$ cat src/rtl/ext_wait_pkg.sv
// Package: shared encodings for the external bus wait-state generator.
// Assumes: a 2-bit access space code and five count fields in a fixed order.
package ext_wait_pkg;

    typedef enum logic [1:0] {
        SP_PROG = 2'b00,
        SP_DATA = 2'b01,
        SP_IO   = 2'b10,
        SP_RSVD = 2'b11
    } acc_space_e;

    // Index of each count field inside the timing register, lowest first
    localparam int unsigned FLD_PROG_LO = 0;
    localparam int unsigned FLD_PROG_HI = 1;
    localparam int unsigned FLD_DATA_LO = 2;
    localparam int unsigned FLD_DATA_HI = 3;
    localparam int unsigned FLD_IO      = 4;
    localparam int unsigned NUM_FLD     = 5;

    // Address bit that splits a 64K page into halves
    localparam int unsigned PAGE_SPLIT_BIT = 15;

endpackage

$ cat src/rtl/ewg_cfg_regs.sv
// ewg_cfg_regs: holds the timing register and the control register.
// Assumes: a synchronous write when reg_en && reg_we; reads are combinational
// and return zero for unmapped addresses. The reserved control bits are not stored.
module ewg_cfg_regs #(
    parameter int unsigned       REG_DW   = 16,
    parameter int unsigned       REG_AW   = 16,
    parameter logic [REG_AW-1:0] CFG_ADDR = 16'h0028,
    parameter logic [REG_AW-1:0] CTL_ADDR = 16'h002B
) (
    input  logic              clk,
    input  logic              rst_n,
    input  logic              reg_en,
    input  logic              reg_we,
    input  logic [REG_AW-1:0] reg_addr,
    input  logic [REG_DW-1:0] reg_wdata,
    output logic [REG_DW-1:0] reg_rdata,
    output logic [REG_DW-1:0] timing_q,
    output logic              dbl_q
);
    // All count fields at their maximum, mode bit clear
    localparam logic [REG_DW-1:0] TIMING_RST = {1'b0, {(REG_DW-1){1'b1}}};

    logic hit_cfg;
    logic hit_ctl;

    assign hit_cfg = (reg_addr == CFG_ADDR);
    assign hit_ctl = (reg_addr == CTL_ADDR);

    // Purpose: store register writes and return both registers to their reset values
    always_ff @(posedge clk) begin
        if (!rst_n) begin
            timing_q <= TIMING_RST;
            dbl_q    <= 1'b0;
        end else if (reg_en && reg_we) begin
            if (hit_cfg) timing_q <= reg_wdata;
            if (hit_ctl) dbl_q    <= reg_wdata[0];
        end
    end

    // Purpose: read multiplexer; the reserved control bits always read zero
    always_comb begin
        reg_rdata = '0;
        if (reg_en && !reg_we) begin
            if (hit_cfg)      reg_rdata = timing_q;
            else if (hit_ctl) reg_rdata = {{(REG_DW-1){1'b0}}, dbl_q};
        end
    end

endmodule

$ cat src/rtl/ewg_region_sel.sv
// ewg_region_sel: selects the base count for one access from its space and
// address, then applies the doubling bit.
// Assumes: the timing register holds NUM_FLD count fields of CNT_W bits, with
// the program-mode bit directly above them, and ADDR_W > 16.
module ewg_region_sel
    import ext_wait_pkg::*;
#(
    parameter int unsigned CNT_W  = 3,
    parameter int unsigned ADDR_W = 23,
    parameter int unsigned REG_DW = NUM_FLD * CNT_W + 1,
    parameter int unsigned EFF_W  = CNT_W + 1
) (
    input  logic [REG_DW-1:0] timing,
    input  logic              dbl,
    input  logic [1:0]        space,
    input  logic [ADDR_W-1:0] addr,
    output logic [EFF_W-1:0]  eff_cnt
);
    localparam int unsigned MODE_BIT = NUM_FLD * CNT_W;

    logic [CNT_W-1:0] fld [NUM_FLD];
    logic             linear_mode;
    logic             prog_upper;
    logic [CNT_W-1:0] base;

    // Unpack every count field from the timing register
    for (genvar g = 0; g < NUM_FLD; g++) begin : g_fld
        assign fld[g] = timing[g*CNT_W +: CNT_W];
    end

    assign linear_mode = timing[MODE_BIT];
    assign prog_upper  = linear_mode ? addr[ADDR_W-1] : addr[PAGE_SPLIT_BIT];

    // Purpose: pick the count field that matches the access region
    always_comb begin
        case (acc_space_e'(space))
            SP_PROG: base = prog_upper ? fld[FLD_PROG_HI] : fld[FLD_PROG_LO];
            SP_DATA: base = addr[PAGE_SPLIT_BIT] ? fld[FLD_DATA_HI] : fld[FLD_DATA_LO];
            default: base = fld[FLD_IO];
        endcase
    end

    // Purpose: doubling is a left shift into the extra count bit
    assign eff_cnt = dbl ? {base, 1'b0} : {1'b0, base};

endmodule

$ cat src/rtl/ewg_wait_ctr.sv
// ewg_wait_ctr: accepts a request, counts down the captured wait count while
// holding stall, then pulses done for one cycle.
// Assumes: a request is accepted only while both stall and done are low; a
// count of zero goes straight to done.
module ewg_wait_ctr #(
    parameter int unsigned EFF_W = 4
) (
    input  logic             clk,
    input  logic             rst_n,
    input  logic             req,
    input  logic [EFF_W-1:0] eff_cnt,
    output logic             stall,
    output logic             done
);
    logic [EFF_W-1:0] remain_q;
    logic             accept;

    assign accept = req && !stall && !done;

    // Purpose: sequence idle, then stall for N cycles, then a single done cycle
    always_ff @(posedge clk) begin
        if (!rst_n) begin
            remain_q <= '0;
            stall    <= 1'b0;
            done     <= 1'b0;
        end else begin
            done <= 1'b0;
            if (accept) begin
                remain_q <= eff_cnt;
                if (eff_cnt == '0) done  <= 1'b1;
                else               stall <= 1'b1;
            end else if (stall) begin
                if (remain_q == EFF_W'(1)) begin
                    stall <= 1'b0;
                    done  <= 1'b1;
                end
                remain_q <= remain_q - EFF_W'(1);
            end
        end
    end

endmodule

$ cat src/rtl/ext_wait_gen.sv
// ext_wait_gen: top of the external bus wait-state generator. It joins the
// register block, the region selector and the wait counter.
// Assumes: a synchronous active-low reset and a requester that waits for done
// before it issues the next access.
module ext_wait_gen
    import ext_wait_pkg::*;
#(
    parameter int unsigned       CNT_W    = 3,
    parameter int unsigned       ADDR_W   = 23,
    parameter int unsigned       REG_AW   = 16,
    parameter logic [REG_AW-1:0] CFG_ADDR = 16'h0028,
    parameter logic [REG_AW-1:0] CTL_ADDR = 16'h002B,
    localparam int unsigned      REG_DW   = NUM_FLD * CNT_W + 1
) (
    input  logic              clk,
    input  logic              rst_n,
    input  logic              reg_en,
    input  logic              reg_we,
    input  logic [REG_AW-1:0] reg_addr,
    input  logic [REG_DW-1:0] reg_wdata,
    output logic [REG_DW-1:0] reg_rdata,
    input  logic              acc_req,
    input  logic [1:0]        acc_space,
    input  logic [ADDR_W-1:0] acc_addr,
    output logic              acc_stall,
    output logic              acc_done
);
    localparam int unsigned EFF_W = CNT_W + 1;

    logic [REG_DW-1:0] timing_q;
    logic              dbl_q;
    logic [EFF_W-1:0]  eff_cnt;

    ewg_cfg_regs #(
        .REG_DW   (REG_DW),
        .REG_AW   (REG_AW),
        .CFG_ADDR (CFG_ADDR),
        .CTL_ADDR (CTL_ADDR)
    ) u_regs (
        .clk       (clk),
        .rst_n     (rst_n),
        .reg_en    (reg_en),
        .reg_we    (reg_we),
        .reg_addr  (reg_addr),
        .reg_wdata (reg_wdata),
        .reg_rdata (reg_rdata),
        .timing_q  (timing_q),
        .dbl_q     (dbl_q)
    );

    ewg_region_sel #(
        .CNT_W  (CNT_W),
        .ADDR_W (ADDR_W),
        .REG_DW (REG_DW),
        .EFF_W  (EFF_W)
    ) u_sel (
        .timing  (timing_q),
        .dbl     (dbl_q),
        .space   (acc_space),
        .addr    (acc_addr),
        .eff_cnt (eff_cnt)
    );

    ewg_wait_ctr #(
        .EFF_W (EFF_W)
    ) u_ctr (
        .clk     (clk),
        .rst_n   (rst_n),
        .req     (acc_req),
        .eff_cnt (eff_cnt),
        .stall   (acc_stall),
        .done    (acc_done)
    );

endmodule

$ cat config.mk
export PLATFORM = sky130hd
export DESIGN_NAME = ext_wait_gen
export DESIGN_NICKNAME = d
export VERILOG_FILES = /design/src/rtl/ext_wait_pkg.sv /design/src/rtl/ewg_cfg_regs.sv /design/src/rtl/ewg_region_sel.sv /design/src/rtl/ewg_wait_ctr.sv /design/src/rtl/ext_wait_gen.sv
export SDC_FILE = /design/constraint.sdc
export NUM_CORES = 1
export LEC_CHECK = 0
export BUFFER_PORTS_ARGS = -buffer_cell sky130_fd_sc_hd__buf_4
export CAP_MARGIN = 20
export CORE_MARGIN = 2
export CORE_UTILIZATION = 44
export DETAILED_ROUTE_END_ITERATION = 16
export HOLD_SLACK_MARGIN = 0.03
export PLACE_DENSITY = 0.82
export SLEW_MARGIN = 40
export SYNTH_ARGS = -nofsm -noshare
export SYNTH_HDL_FRONTEND = slang
export SYNTH_SLANG_ARGS = --single-unit
$ cat constraint.sdc
create_clock -name clk -period 1.6 [get_ports clk]
set_input_delay 0.16 -clock clk [delete_from_list [all_inputs] [get_ports clk]]
set_output_delay 0.16 -clock clk [all_outputs]
set_load 0.1 [all_outputs]
==> summary.md <==
| Metric | Value |
|---|---|
| Final ANT Viol Nets | 0 |
| Utilization after layout | 0.757 |
| Residual DRC count | 0 |
| Summed area of non-filler cells in the final layout | 2310 um2 |
| Iter 0 DRT Violations | 73 |
| Violations in the final reports | setup timing |
| Area growth, synth to finish | 64.8% |
| Die X-Extent | 60.5 um |
| Setup ws final | -403 ps |
| Fill cell total of the finished layout | 217 |
| GR Layer Usage met3 | 0.0405 |
| Mapped Nets | between 200 and 250 |
| Worst hold-check path type | input pin to register |
| Wire length after detailed routing | roughly 4.5 mm |
| Buffer levels on the longest clock path | 2 |
| Antenna cell count | 0 |
| End of the worst register-to-register path | u_ctr.remain_q[1] |
| Cell count of the worst reg-to-reg path | 4 |
| Aggregate global-route resource usage | 0.254 |
| Total of warnings raised by yosys | 0 |
| Sort of element at the end of the critical path | output port |
| Total Nets Final | 302 |
| Average via count per standard cell | 5.71 |
| Startpoint of the most critical setup path | reg_addr[6] |
| Max-Slew Margin vs Limit | 0.699 |
| Family with the most delay on the worst path | simple AND/OR/NAND/NOR gates |
| Detailed Routing Iterations Pass 1 | 4 |
| Boundary pin count | 80 |
| First-pass GRT wire length | 7.12 mm |
| Number of enable-type register cells in the synthesized netlist | 0 |
| Total global routing overflow | 0 |
| Maximum number of pins on one net before global-route repair | 24 |
| Area of the die | 3660 um2 |
| Number of antenna violations at the first check in global routing | 0 |
| Logic depth of the worst path, buffers included | 7 |
| Count of buffer and inverter cells on the critical path | 3 |
| Reg-to-Reg Start | u_regs.timing_q[15] |
| Share of cells above drive strength 1 | 0.443 |
| Worst hold slack | 67.0 ps |
| TritonCTS clock tree | yes |
| Highest net fanout along the worst path | 7 |
| Gate count after technology mapping | between 150 and 200 |
| GRT busiest layer | met2 |
| Total instance count after detailed placement | 273 |
| Met2 GRT Util | 0.447 |
| Final cell count without fillers | 281 |
| Flop2flop setup slack | 10 ps |
| Final weighted congestion in routability-driven placement | 0.756 |
| Result of the run | finished with violations |
| Final HPWL from detailed placement | about 2.8 mm |
| Number of distinct library cell variants in the gate-level netlist after synthesis | 41 |
| Count of pins over their slew limit | 0 |
| Top FF cell, synth | dfxtp_1 |
| Number of hold buffers added after cts | 0 |
| Max-capacitance violation count | 0 |
| Series of cell instances along the critical path | buf_4, nor4_1, and4_1, nor3b_4, buf_6, and2_4, buf_12 |
| Setup Crit Path Kind | input pin to output port |
| Count of state elements after synthesis | 23 |
| Initial cell density of the core | 0.459 |
| Category of the worst setup path launch point | input pin |
| Maximum operating frequency | 0.499 GHz |
| Final critical-path required period | 2000 ps |
| Number of H-tree levels | 1 |
| Total power per unit cell area | 501 nW/um2 |
| Post-synthesis average cell area | 8.15 um2 |
| Clock transition at path regs | 140 ps |
| Endpoint required time on the critical path | 1440 ps |
| Post-DR wirelength/cell | between 15 and 20 um |
| Post-synth design cell area | 1400 um2 |
| Maximum cell stage delay along the critical path | between 300 and 400 ps |
| Number of CTS-inserted buffers | 3 |
| Number of global-route vias before repair | 1558 |
| Clock latency on the worst-skew pair | 310 ps |
| Overall die height | 60.5 um |
| Sinks on the clock net | 23 |
| Worst-case clock skew | 5.47 ps |
| Leakage power summed over all cells | 0.935 nW |
| Final worst path period share | 1.25 |
| Site row count | 20 |
| Share of the yosys chip area belonging to registers | 0.328 |
| End point of the critical path | reg_rdata[2] |
| Placed Instance Area | between 1500 and 2000 um2 |
| Root buffer cell | clkbuf_4 |
| Setup repair after global routing missed its margin | true |
| Input/output buffers | 58 |
| Area of the core | 3050 um2 |
| Global routing usage on met1 | 0.319 |
| Count of vias placed by the detailed router | 1604 |
| Fraction of registers with async set/reset | 0 |
| Maximum vdd drop | 297 uV |
| Hold Violations, Final | 0 |
| Setup-failing EPs final | 16 |
| Critical Path AT | 1840 ps |
| Slowest cell on the critical path | nor4_1 |
| Slew at the pin with the worst max-slew slack | ~450 ps |
## worst min-delay path by stage
stage | start | end | slack [ps] | cells after the start
3_5_place_dp | reg_wdata[1] | u_regs.timing_q[1] | 390 | 3
3_3_place_gp | reg_wdata[10] | u_regs.timing_q[10] | 400 | 3
5_1_grt | reg_wdata[9] | u_regs.timing_q[9] | 60 | 3
2_1_floorplan | rst_n | u_ctr.stall | 300 | 2
4_1_cts | reg_wdata[2] | u_regs.timing_q[2] | 70 | 3
6_report | reg_wdata[4] | u_regs.timing_q[4] | 70 | 3
## cells in the final DEF (no fill, tap or decap), types with 2 or more instances in the layout
cell type  synthesis  routed
nor4_1             2       2
nand3_1           32      32
buf_12             0      15
ha_1               2       2
nor3b_1            4       3
buf_6              0       7
nor3_1             4       4
nand2_1            4       4
nand4_1            2       2
mux2i_4            0       2
nor3b_4            0       2
and2_1            16       2
and4_1             2       2
clkbuf_4           0       3
buf_8              0       2
dfxtp_1           23      19
nor2_1             4       4
nor4bb_1           2       2
and2_4             0      15
buf_4              2      47
nor4b_1            6       4
mux2i_1            3       2
inv_1              6       6
and3_1             2       2
o21ai_0           21      21
mux2_2             2       2
a21oi_1            5       5
dfxtp_2            0       4
## synthesized netlist by cell type (2+ instances only)
cell type,number,area share
buf_2,2,0.0071
clkbuf_1,6,0.016
buf_4,2,0.011
and3_1,2,0.0089
nand3_1,32,0.11
mux2i_1,3,0.021
and2_1,16,0.071
nor3b_1,4,0.021
nor2_1,4,0.011
nand2_1,4,0.011
and4_1,2,0.012
dfxtp_1,23,0.33
nand4_1,2,0.0089
nor4bb_1,2,0.014
mux2_2,2,0.016
nor4_1,2,0.0089
a211oi_1,2,0.011
nor3_1,4,0.014
inv_1,6,0.016
o21ai_0,21,0.075
nor4b_1,6,0.037
ha_1,2,0.018
a21oi_1,5,0.018
## power breakdown
group / total (mW) / internal [mW] / switching [mW] / leakage, nW
clock: 0.282 / 0.0973 / 0.185 / 0.0150
sequential: 0.602 / 0.588 / 0.0141 / 0.189
combinational: 0.274 / 0.137 / 0.137 / 0.731
## sequential cells by signal, indices dropped and copies added, names as in the netlist
name / cells
u_ctr.remain_q: 4
u_ctr.done: 1
u_ctr.stall: 1
u_regs.timing_q: 16
u_regs.dbl_q: 1
## metrics by stage
stage / worst slack (ps) / total power [mW] / TNS (ps)
after floorplan: -28.3 / 0.738 / -28.3
after global placement: -253 / 0.853 / -3620
after detailed placement: -215 / 0.861 / -3100
after CTS: -103 / 1.13 / -1360
after global routing: -415 / 1.21 / -6270
final: -403 / 1.16 / -5920
## cell families after synthesis
| kind of cell | synth area share |
|---|---|
| flops | 0.328 |
| buf+inv | 0.0500 |
| fa+ha+maj | 0.0178 |
| compound gates | 0.166 |
| xor+xnor | 0.00625 |
| simple gates | 0.374 |
| mux | 0.0580 |
## layer usage
metal  vias up  wire length, um
met5         -                0
met4         0              114
met3        12              293
met2        70             2300
met1       752             1780
li1        770                -
## cell type report
type                       instances  area, um2  share of cell area
clock buffer                       4       26.3              0.0114
timing repair buffer              71        762               0.330
tap                               44       55.1              0.0238
inverter                           6       22.5             0.00975
multi-input combinational        133        980               0.424
sequential                        23        465               0.201
## worst min-delay path, delay by kind of cell
kind,cells,cell delay (ps)
simple gates,2,120
buf+inv,1,80
## what timing repair did
item	in CTS	in global routing
resized for setup	65	8
buffers inserted	1	2
endpoints found under the setup margin	21	21
gates cloned	1	0
pin swaps	8	5
No activity file was read; power rests on OpenSTA's default activity.
